==> src/rtl/stack_guard_pkg.sv <==
package stack_guard_pkg;
  typedef enum logic [1:0] {
    ZONE_OK     = 2'd0,
    ZONE_YELLOW = 2'd1,
    ZONE_RED    = 2'd2
  } zone_e;
endpackage

==> src/rtl/stack_guard_limit.sv <==
module stack_guard_limit #(
  parameter int AW = 18,
  parameter int DW = 16,
  parameter logic [AW-1:0] LIMIT_ADDR = 18'h3FFFC,
  parameter int ALIGN_BITS = 8
) (
  input  logic          clk,
  input  logic          rst,
  input  logic          bus_reset,
  input  logic [AW-1:0] addr,
  input  logic          rd,
  input  logic          wr,
  input  logic [DW-1:0] wdata,
  output logic [DW-1:0] rdata,
  output logic [DW-1:0] limit
);
  localparam logic [DW-1:0] KEEP_MASK = {DW{1'b1}} << ALIGN_BITS;

  logic sel;
  assign sel = (addr == LIMIT_ADDR);

  always_ff @(posedge clk) begin
    if (rst || bus_reset) begin
      limit <= '0;
    end else if (wr && sel) begin
      limit <= wdata & KEEP_MASK;
    end
  end

  always_ff @(posedge clk) begin
    if (rst) begin
      rdata <= '0;
    end else begin
      rdata <= (rd && sel) ? limit : '0;
    end
  end

  a_r8_bus_reset_clears: assert property (@(posedge clk) disable iff (rst)
    bus_reset |=> (limit == '0));
  a_r2_write_masked: assert property (@(posedge clk) disable iff (rst)
    (wr && sel && !bus_reset) |=> (limit == ($past(wdata) & KEEP_MASK)));
endmodule

==> src/rtl/stack_guard_source.sv <==
module stack_guard_source #(
  parameter int DW = 16,
  parameter int CW = 6
) (
  input  logic          sp_upd_valid,
  input  logic [DW-1:0] sp_upd_value,
  input  logic          unwind_valid,
  input  logic [DW-1:0] unwind_pc,
  input  logic [CW-1:0] unwind_count,
  output logic          cand_valid,
  output logic [DW-1:0] cand
);
  logic [DW-1:0] unwind_sum;
  assign unwind_sum = unwind_pc + (DW'(unwind_count) << 1);

  always_comb begin
    cand_valid = sp_upd_valid || unwind_valid;
    cand       = unwind_valid ? unwind_sum : sp_upd_value;
  end
endmodule

==> src/rtl/stack_guard_cmp.sv <==
module stack_guard_cmp
  import stack_guard_pkg::*;
#(
  parameter int DW = 16,
  parameter int RED_SPAN = 224,
  parameter int YELLOW_SPAN = 256
) (
  input  logic          check_en,
  input  logic [DW-1:0] cand,
  input  logic [DW-1:0] limit,
  output zone_e         zone
);
  localparam int BW = DW + 1;

  logic [BW-1:0] red_bound;
  logic [BW-1:0] yellow_bound;
  logic [BW-1:0] cand_w;

  assign red_bound    = {1'b0, limit} + BW'(RED_SPAN);
  assign yellow_bound = {1'b0, limit} + BW'(YELLOW_SPAN);
  assign cand_w       = {1'b0, cand};

  always_comb begin
    zone = ZONE_OK;
    if (check_en) begin
      if (cand_w < red_bound) begin
        zone = ZONE_RED;
      end else if (cand_w < yellow_bound) begin
        zone = ZONE_YELLOW;
      end
    end
  end
endmodule

==> src/rtl/stack_guard_top.sv <==
module stack_guard_top
  import stack_guard_pkg::*;
#(
  parameter int AW = 18,
  parameter int DW = 16,
  parameter int MW = 2,
  parameter int CW = 6,
  parameter logic [AW-1:0] LIMIT_ADDR = 18'h3FFFC,
  parameter int ALIGN_BITS = 8,
  parameter int RED_SPAN = 224,
  parameter int YELLOW_SPAN = 256,
  parameter logic [MW-1:0] KERNEL_MODE = '0,
  parameter logic [DW-1:0] SAFE_SP = 16'h0004,
  parameter logic [DW-1:0] RED_VECTOR = 16'h0004
) (
  input  logic          clk,
  input  logic          rst,
  input  logic          bus_reset,
  input  logic [AW-1:0] bus_addr,
  input  logic          bus_rd,
  input  logic          bus_wr,
  input  logic [DW-1:0] bus_wdata,
  output logic [DW-1:0] bus_rdata,
  input  logic [MW-1:0] cpu_mode,
  input  logic          sp_upd_valid,
  input  logic [DW-1:0] sp_upd_value,
  input  logic          unwind_valid,
  input  logic [DW-1:0] unwind_pc,
  input  logic [CW-1:0] unwind_count,
  output logic          sp_out_valid,
  output logic [DW-1:0] sp_out,
  output logic          yellow_pulse,
  output logic          red_trap,
  output logic [DW-1:0] trap_vector
);
  logic [DW-1:0] limit;
  logic          cand_valid;
  logic [DW-1:0] cand;
  logic          in_kernel;
  zone_e         zone;

  assign in_kernel = (cpu_mode == KERNEL_MODE);

  stack_guard_limit #(
    .AW(AW), .DW(DW), .LIMIT_ADDR(LIMIT_ADDR), .ALIGN_BITS(ALIGN_BITS)
  ) u_limit (
    .clk(clk), .rst(rst), .bus_reset(bus_reset),
    .addr(bus_addr), .rd(bus_rd), .wr(bus_wr), .wdata(bus_wdata),
    .rdata(bus_rdata), .limit(limit)
  );

  stack_guard_source #(.DW(DW), .CW(CW)) u_source (
    .sp_upd_valid(sp_upd_valid), .sp_upd_value(sp_upd_value),
    .unwind_valid(unwind_valid), .unwind_pc(unwind_pc),
    .unwind_count(unwind_count),
    .cand_valid(cand_valid), .cand(cand)
  );

  stack_guard_cmp #(
    .DW(DW), .RED_SPAN(RED_SPAN), .YELLOW_SPAN(YELLOW_SPAN)
  ) u_cmp (
    .check_en(cand_valid && in_kernel), .cand(cand), .limit(limit),
    .zone(zone)
  );

  always_ff @(posedge clk) begin
    if (rst || !cand_valid) begin
      sp_out_valid <= 1'b0;
      sp_out       <= '0;
      yellow_pulse <= 1'b0;
      red_trap     <= 1'b0;
      trap_vector  <= '0;
    end else begin
      sp_out_valid <= 1'b1;
      yellow_pulse <= (zone == ZONE_YELLOW);
      red_trap     <= (zone == ZONE_RED);
      sp_out       <= (zone == ZONE_RED) ? SAFE_SP : cand;
      trap_vector  <= (zone == ZONE_RED) ? RED_VECTOR : '0;
    end
  end

  a_r7_exclusive: assert property (@(posedge clk) disable iff (rst)
    !(yellow_pulse && red_trap));
  a_r7_needs_strobe: assert property (@(posedge clk) disable iff (rst)
    !(sp_upd_valid || unwind_valid) |=> !(yellow_pulse || red_trap || sp_out_valid));
  a_r3_other_mode_quiet: assert property (@(posedge clk) disable iff (rst)
    ((sp_upd_valid || unwind_valid) && !in_kernel) |=> !(yellow_pulse || red_trap));
  a_r4_red_forces: assert property (@(posedge clk) disable iff (rst)
    red_trap |-> (sp_out == SAFE_SP && trap_vector == RED_VECTOR && sp_out_valid));
  a_r9_reset_clears: assert property (@(posedge clk)
    rst |=> (!sp_out_valid && !red_trap && !yellow_pulse && bus_rdata == '0));
endmodule

==> config.mk <==
export PLATFORM = sky130hd
export DESIGN_NAME = stack_guard_top
export DESIGN_NICKNAME = d
export VERILOG_FILES = /design/src/rtl/stack_guard_pkg.sv /design/src/rtl/stack_guard_limit.sv /design/src/rtl/stack_guard_source.sv /design/src/rtl/stack_guard_cmp.sv /design/src/rtl/stack_guard_top.sv
export SDC_FILE = /design/constraint.sdc
export NUM_CORES = 1
export LEC_CHECK = 0
export ABC_AREA = 1
export BUFFER_PORTS_ARGS = -buffer_cell sky130_fd_sc_hd__buf_2
export CAP_MARGIN = 30
export CORE_MARGIN = 3
export CORE_UTILIZATION = 45
export CTS_CLUSTER_SIZE = 30
export DETAILED_ROUTE_END_ITERATION = 6
export PLACE_DENSITY = 0.78
export REMOVE_ABC_BUFFERS = 1
export SYNTH_ARGS = -nofsm -noshare
export SYNTH_HDL_FRONTEND = slang
export SYNTH_SLANG_ARGS = --single-unit
==> constraint.sdc <==
create_clock -name clk -period 4.3 [get_ports clk]
set_input_delay 1.075 -clock clk [delete_from_list [all_inputs] [get_ports clk]]
set_output_delay 1.075 -clock clk [all_outputs]
set_load 0.02 [all_outputs]
After elaboration in Yosys (flattened, before gate mapping)
Cells that the tools add are included.
{"block": "word_totals", "regBits": 51, "inputBits": 81, "output_inout_bits": 51, "elab_cells": 34}
{"block": "classes", "n_addsub": 3, "order_cmp": 2, "eq_ne": 3, "muxes": 7, "bitwise_logic": 1, "n_reduce_logical": 10}
{"operator": "less-than comparator 16 x 17 -> 1 bit", "count": 2}
{"operator": "== test 18 bit (second input constant)", "count": 1}
{"operator": "adder 16 x 8 -> 17 bit (second input constant)", "count": 1}
{"operator": "adder 16 x 9 -> 17 bit (second input constant)", "count": 1}
{"operator": "adder 16 x 7 -> 16 bit", "count": 1}
{"operator": "two-way mux 16 bit", "count": 1}
{"operator": "two-way mux 3 bit", "count": 2}
{"operator": "two-way mux 2 bit", "count": 2}
{"operator": "OR reduction 2 bit", "count": 2}
{"operator": "logical AND 1 bit", "count": 3}
{"operator": "logical OR 1 bit", "count": 3}
{"operator": "== test 2 x 1 -> 1 bit (second input constant)", "count": 1}
{"operator": "== test 2 bit (second input constant)", "count": 1}
{"operator": "zero test 2 bit", "count": 1}
{"operator": "two-way mux 1 bit", "count": 2}
{"operator": "zero test 1 bit", "count": 1}
{"operator": "inverter 1 bit", "count": 1}

Depth between registers and ports, before layout
Gate-level depths: netlist of run 1.
{"block": "logic_depth", "word_depth": 8, "depth_mapped": 20, "mapped_depth_nobuf": 20}

Hierarchy
A second synthesis of run 1 with hierarchy kept.
{"block": "unflattened", "hier_cells": 498, "area_unflattened_um2": 3189.3}
{"module": "stack_guard_cmp", "instances": 1, "cells_per_inst": 163, "area_per_inst_um2": 999.7, "seq_area_each_um2": 0.0}
{"module": "stack_guard_source", "instances": 1, "cells_per_inst": 157, "area_per_inst_um2": 750.7, "seq_area_each_um2": 0.0}
{"module": "stack_guard_top", "instances": 1, "cells_per_inst": 79, "area_per_inst_um2": 721.9, "seq_area_each_um2": 380.4}
{"module": "stack_guard_limit", "instances": 1, "cells_per_inst": 99, "area_per_inst_um2": 716.9, "seq_area_each_um2": 320.3}

Worst setup path after synthesis of run 1
Ideal clock, no wire load.
{"block": "synth_path", "kind": "input to register", "startpoint": "input port unwind_pc[1]", "endpoint": "register sp_out[9]", "setup_ps": 121, "arrival_ps": 3678, "slack_ps": 501, "cell_stages": 20, "n_path_buf": 1, "path_cell_list": "ha_1 inv_1 fa_1 inv_1 nand2_1 nand3_2 nand3_1 nor3_1 xor2_1 nand2_1 nand2_1 inv_1 ha_1 nand3_1 inv_1 a221oi_1 nand3_2 nand2_4 buf_6 nor2_1"}
{"block": "synth_via", "elab_chain_cells": 8}
{"element": "from (decl)", "line": "stack_guard_top.sv:28", "rtl": "input logic [DW-1:0] unwind_pc,"}
{"element": "adder 16 x 7 -> 16 bit *", "line": "stack_guard_source.sv:14", "rtl": "assign unwind_sum = unwind_pc + (DW'(unwind_count) << 1);"}
{"element": "two-way mux 16 bit *", "line": "stack_guard_source.sv:18", "rtl": "cand = unwind_valid ? unwind_sum : sp_upd_value;"}
{"element": "via cand[13]", "line": "stack_guard_top.sv:38", "rtl": "logic [DW-1:0] cand;"}
{"element": "less-than comparator 16 x 17 -> 1 bit", "line": "stack_guard_cmp.sv:28", "rtl": "end else if (cand_w < yellow_bound) begin"}
{"element": "two-way mux 1 bit", "line": "stack_guard_cmp.sv:28"}
{"element": "two-way mux 2 bit *", "line": "stack_guard_cmp.sv:26", "rtl": "if (cand_w < red_bound) begin"}
{"element": "two-way mux 2 bit *", "line": "stack_guard_cmp.sv:25", "rtl": "if (check_en) begin"}
{"element": "== test 2 bit *", "line": "stack_guard_top.sv:77", "rtl": "sp_out <= (zone == ZONE_RED) ? SAFE_SP : cand;"}
{"element": "OR reduction 2 bit (no source line) *"}
{"element": "to (signal assigned)", "line": "stack_guard_top.sv:77"}
{"element": "to (decl)", "line": "stack_guard_top.sv:31", "rtl": "output logic [DW-1:0] sp_out,"}
Mark *: on every way through the listed nets, which the timed path passes. The rest lies on a longest branch.
A chain may end at the register's enable or synchronous reset.

Worst setup path after layout of run 1
{"block": "layout_path", "startpoint": "input port unwind_pc[1]", "endpoint": "register sp_out[12]"}
The elaborated chain is that of the path after synthesis.

==> results of run 1 <==
-- cell usage after synthesis, types with 2 or more instances --
| library cell | count |
|---|---|
| a21oi_1 | 15 |
| buf_4 | 25 |
| dfxtp_1 | 35 |
| ha_1 | 22 |
| inv_1 | 45 |
| mux2i_1 | 4 |
| nand2_1 | 62 |
| nand3_1 | 17 |
| nand3_2 | 2 |
| nand4_1 | 12 |
| nor2_1 | 31 |
| nor2_2 | 5 |
| nor3_1 | 7 |
| nor4_1 | 3 |
| o21ai_0 | 13 |
| or2_2 | 4 |
| xnor2_1 | 2 |
| xor2_1 | 12 |
-- flip-flops by register name (all words and copies together), names as in the netlist --
| signal | cells |
|---|---|
| u_limit.limit | 8 |
| sp_out_valid | 1 |
| trap_vector | 1 |
| u_limit.rdata | 8 |
| sp_out | 16 |
| yellow_pulse | 1 |
-- layer usage --
metal | track usage [%] | routed length, µm | up-vias
met5 | 0 | 0 | -
li1 | - | - | 1241
met3 | 2.948 | 408 | 4
met4 | 4.811 | 51 | 0
met2 | 28.79 | 2487 | 82
met1 | 23.09 | 2557 | 970
-- worst max-delay path: stages --
cell      delay (ns)
buf_2           0.08
ha_1            0.19
inv_1           0.06
fa_1            0.40
inv_1           0.10
nand2_1         0.09
nand3_2         0.08
nand3_1         0.11
nor3_1          0.19
xor2_1          0.16
nand2_1         0.06
nand2_1         0.09
inv_1           0.07
ha_1            0.26
nand3_1         0.09
inv_1           0.05
a221oi_1        0.31
buf_4           0.19
nand3_2         0.09
nand2_4         0.21
nor2_1          0.07
-- layout make-up --
type	count	area (µm²)
Fill cell	500	1956
Multi-Input combinational cell	245	1404
Sequential cell	35	700.7
Timing Repair Buffer	105	538.0
Inverter	46	172.7
Tap cell	67	83.83
Clock buffer	6	82.58
Clock inverter	1	5.005
-- power by group --
part           switching [W]  internal, W  total (W)
clock network       0.000107     0.000125   0.000232
logic               0.000128    0.0000846   0.000213
registers         0.00000293     0.000337   0.000340
-- cells by family (layout without fill, tap and decap cells) --
group | Yosys count | in the layout | synth area share [%]
simple gates | 146 | 146 | 27.62
fa+ha+maj | 23 | 23 | 12.30
buf+inv | 74 | 158 | 15.79
mux | 4 | 4 | 1.668
xor+xnor | 14 | 14 | 5.107
other cells | 1 | 23 | 0.1562
flops | 35 | 35 | 29.18
compound gates | 35 | 35 | 8.182
-- how the worst max path moves through the flow --
stage	from	end	depth (start not counted)
after detailed placement	unwind_pc[1]	sp_out[12]	21
after global routing	unwind_count[3]	sp_out[10]	19
final	unwind_pc[1]	sp_out[12]	21
after global placement	unwind_pc[1]	sp_out[12]	21
after floorplan	unwind_pc[1]	sp_out[12]	19
after CTS	unwind_pc[1]	sp_out[12]	21
-- through the flow --
step                hold WS, ns  cells
finish                   0.5470    505
global route             0.5881    505
CTS                      0.5488    505
detailed placement       0.5390    498
global placement         0.5305    498
floorplan                0.4809    326
==> results.cfg, run 1 <==
[clock_network]
clk_pin_slew_ns = 0.06
cts_buffer_depth = 2
cts_max_level = 2
cts_tree = done
cts_made_buffers = 5
worstSkewPairLatency_ns = 0.28
cts.sinks = 35
hold_buffers = 0
post_cts_buffers = 0
cts-root-buf = clkbuf_8
postCtsResizedCells = 0

[critical_path]
arrival_ns = 4.04
r2r_cells = 10
critPathRequiredTime_ns = 4.46
critPathLaunchType = input port
crit_fanout = 15
worstSetupPathType = input port to flip-flop
end_kind = flip-flop
timing.rr.start = u_limit.limit[10]
timing.rr.end = yellow_pulse
r2r_setup_slack_ns = 2.25

[timing]
fin_crit_ns = 3.884
hold_viol = 0
worstMarginPinSlew_ns = 0.5151
skew_ns = 0.003844
setup_viol = 0
max_slew_margin_pct = 65.56
rsz0062_at_grt = no
post-route-period-util_pct = 90.32
slew_viol_final = 0
fmax_mhz = 257.5
timing.final.ws_setup_ns = 0.4164
setup_tns_ns = 0

[final_layout]
final_common_cell = buf_2
nets = 542
final_cell_area_um2 = 2987
num_antenna_cells = 0
utilization_pct = 60.43
mostFrequentLayoutCells = buf_2 (100), nand2_1 (62), inv_1 (45), dfxtp_1 (35), nor2_1 (31)
areaGrowthSynthToFinish_pct = 24.39
drive_gt1_share_pct = 28.77

[logic_synthesis]
synth_seq_cells = 35
synth-async-reset-ratio_pct = 0
synth_top_cell_area_share_pct = 29.18
syn_area_per_cell_um2 = 7.232
synth_warnings = 0
ys_seq_area_share_pct = 29.18
synth.largest_area_cell = dfxtp_1
yosys-top-cells-area = dfxtp_1 (29%), ha_1 (11%), nand2_1 (9.7%)
synth_area_um2 = 2401
synth_edf_count = 0
ys_types = 34
synth_ff_type = dfxtp_1
syn-instance-count = 332

[placed_design]
port_buffers = 100
hpwl_um = 4641
postPlaceCellArea_um2 = 2899
place_ws_ns = 0.1527
place.gp.congestion = 0.8808

[floorplan]
die_area_um2 = 6248
coreArea_um2 = 4942
ios = 132
die_w_um = 79.05
initial_core_util_pct = 48.58
die_h_um = 79.05
num_rows = 25

[hold_path]
hold_path.class = flip-flop to flip-flop
hold_start = u_limit.limit[13]
whs_path_depth = 2
hold_end = u_limit.rdata[13]

[grt]
track_usage_pct = 17.32
grt_pass1_wl_um = 8887
antenna_found_initial = 0
grt_max_degree = 21
first_global_vias = 2101
grt.overflow.total = 0

[drt]
viasPerCell = 4.549
vias = 2297
first_pass_iters = 4
ant_nets = 0
drt_wl_total_um = 5505
post_drt_wl_per_cell_um = 10.90
drtIter0Drc = 88
drc = 0

[power]
powerDensity_nw_per_um2 = 262.7
vdd_drop_max_uv = 257.2
totalPowerFinal_w = 0.0007847
leakage_nw = 1.640

[flow_run]
cap_violations = 0

[run_status]
status = completed
Note: power is estimated with default switching activity, not from simulation.
==> inputs of run 2 (changes only) <==
--- a/config.mk
+++ b/config.mk
@@ -8,11 +8,13 @@
 export ABC_AREA = 1
 export BUFFER_PORTS_ARGS = -buffer_cell sky130_fd_sc_hd__buf_2
 export CAP_MARGIN = 30
+export CELL_PAD_IN_SITES_DETAIL_PLACEMENT = 0
+export CELL_PAD_IN_SITES_GLOBAL_PLACEMENT = 1
 export CORE_MARGIN = 3
-export CORE_UTILIZATION = 45
+export CORE_UTILIZATION = 30
 export CTS_CLUSTER_SIZE = 30
 export DETAILED_ROUTE_END_ITERATION = 6
-export PLACE_DENSITY = 0.78
+export PLACE_DENSITY = 0.77
 export REMOVE_ABC_BUFFERS = 1
 export SYNTH_ARGS = -nofsm -noshare
 export SYNTH_HDL_FRONTEND = slang
==> run 2 against run 1 <==
Non-clock buffer count down 1; power decreased by 0.18%; sequential power is essentially flat; die area rose by 46%; register-to-register slack about the same; clock power about the same; largest cell class unchanged.
==> results.cfg, run 2 (synthesized netlist as in run 1, its figures left out) <==
[run_status]
status = completed

[final_layout]
num_antenna_cells = 0
nets = 541
largest_reg_flops = 16
regMostFlops = sp_out
areaGrowthSynthToFinish_pct = 25.64
drive_gt1_share_pct = 28.54
final_common_cell = buf_2
reg_top3 = sp_out: 16 flops, u_limit.limit: 8 flops, u_limit.rdata: 8 flops
nFillCells = 856
mostFrequentLayoutCells = buf_2 (100), nand2_1 (62), inv_1 (45), dfxtp_1 (35), nor2_1 (31)

[drt]
drc = 0
drt_wl_total_um = 6168
vias = 2389
ant_nets = 0
viasPerCell = 4.449
drtIter0Drc = 82
first_pass_iters = 5
post_drt_wl_per_cell_um = 11.49

[flow_run]
cap_violations = 0

[timing]
rsz0062_at_grt = no
setup_viol = 0
slew_viol_final = 0
skew_ns = 0.008997
fmax_mhz = 256.0
hold_viol = 0
setup_tns_ns = 0
worstMarginPinSlew_ns = 0.5448
fin_crit_ns = 3.906
post-route-period-util_pct = 90.83
max_slew_margin_pct = 63.57

[critical_path]
timing.rr.start = u_limit.limit[10]
startpoint = unwind_pc[1]
critPathRequiredTime_ns = 4.48
crit_path_cell_trace = buf_2 > ha_1 > inv_1 > fa_1 > inv_1 > nand2_1 > nand3_2 > nand3_1 > nor3_1 > xor2_1 > nand2_1 > nand2_1 > inv_1 > ha_1 > nand3_1 > inv_1 > a221oi_1 > buf_4 > nand3_2 > nand2_4 > nor2_1
critPathLaunchType = input port
r2r_cells = 10
crit_slowest_cell = fa_1
crit_top_cell = inv_1
arrival_ns = 4.08
end_kind = flip-flop
slowest_delay_ns = 0.41
r2r_setup_slack_ns = 2.25
timing.rr.end = yellow_pulse
crit_path_end = sp_out[1]
crit_fanout = 15
worstSetupPathType = input port to flip-flop

[grt]
antenna_found_initial = 0
grt_max_degree = 21
first_global_vias = 2203
track_usage_pct = 13.61
grt.overflow.total = 0
grt_pass1_wl_um = 9798

[power]
vdd_drop_max_uv = 161.4
powerDensity_nw_per_um2 = 259.7
leakage_nw = 1.630
totalPowerFinal_w = 0.0007834

[clock_network]
hold_buffers = 0
cts.sinks = 35
cts_max_level = 2
clk_pin_slew_ns = 0.07
cts-root-buf = clkbuf_8
cts_tree = done
post_cts_buffers = 0
cts_made_buffers = 5
postCtsResizedCells = 0
cts_buffer_depth = 2
worstSkewPairLatency_ns = 0.29

[floorplan]
die_w_um = 95.46
coreArea_um2 = 7525
initial_core_util_pct = 31.91
die_h_um = 95.46
ios = 132
die_area_um2 = 9113
num_rows = 31

[hold_path]
hold_start = u_limit.limit[15]
hold_path.class = flip-flop to flip-flop

[placed_design]
hpwl_um = 5172
port_buffers = 100
place.gp.congestion = 0.9010
==> run 2: worst min-delay path by stage <==
stage	endpoint	cells past startpoint	slack (ns)
6_report	u_limit.rdata[15]	2	0.53
5_1_grt	u_limit.rdata[15]	2	0.58
4_1_cts	u_limit.rdata[15]	2	0.54
3_5_place_dp	u_limit.rdata[15]	2	0.54
3_3_place_gp	u_limit.rdata[15]	2	0.54
2_1_floorplan	u_limit.rdata[15]	2	0.48
==> run 2: report_power, final <==
part / switching [W] / internal [W]
clock network: 0.000116 / 0.000113
registers: 0.00000345 / 0.000337
logic: 0.000130 / 0.0000837
==> run 2: through the flow <==
stage | cells | hold slack, ns | instance area (µm²) | setup slack [ns] | utilization, %
after CTS | 537 | 0.5362 | 3017 | 0.3662 | 40.09
after floorplan | 326 | 0.4809 | 2277 | 0.5776 | -
after global routing | 537 | 0.5755 | 3017 | 0.001861 | 40.09
after detailed placement | 529 | 0.5354 | 2932 | 0.07066 | 38.96
after global placement | 529 | 0.5375 | 2932 | 0.1538 | 38.96
final | 537 | 0.5317 | 3017 | 0.3942 | 40.09
==> run 2: layer usage <==
| metal | global-route usage [%] | up-vias | part of all wire (%) |
|---|---|---|---|
| li1 | - | 1237 | - |
| met1 | 17.09 | 1032 | 44 |
| met2 | 21.92 | 101 | 46 |
| met3 | 3.552 | 19 | 7.8 |
| met4 | 5.924 | 0 | 2.8 |
| met5 | 0 | - | 0 |
==> run 2: cell type report <==
| type | instances | area, µm² | area share, % |
|---|---|---|---|
| repair buffers | 104 | 530.5 | 17.59 |
| clock buffers | 6 | 72.57 | 2.406 |
| clock inverters | 2 | 12.51 | 0.4148 |
| well taps | 99 | 123.9 | 4.106 |
| inverters | 46 | 172.7 | 5.724 |
| multi-input cells | 245 | 1404 | 46.54 |
| flip-flops and latches | 35 | 700.7 | 23.23 |
==> run 2: critical path: cells and delay by family <==
kind / cells / cell delay (ns)
simple gates: 10 / 1.15
fa+ha+maj: 3 / 0.86
buf+inv: 6 / 0.56
compound gates: 1 / 0.27
xor+xnor: 1 / 0.17
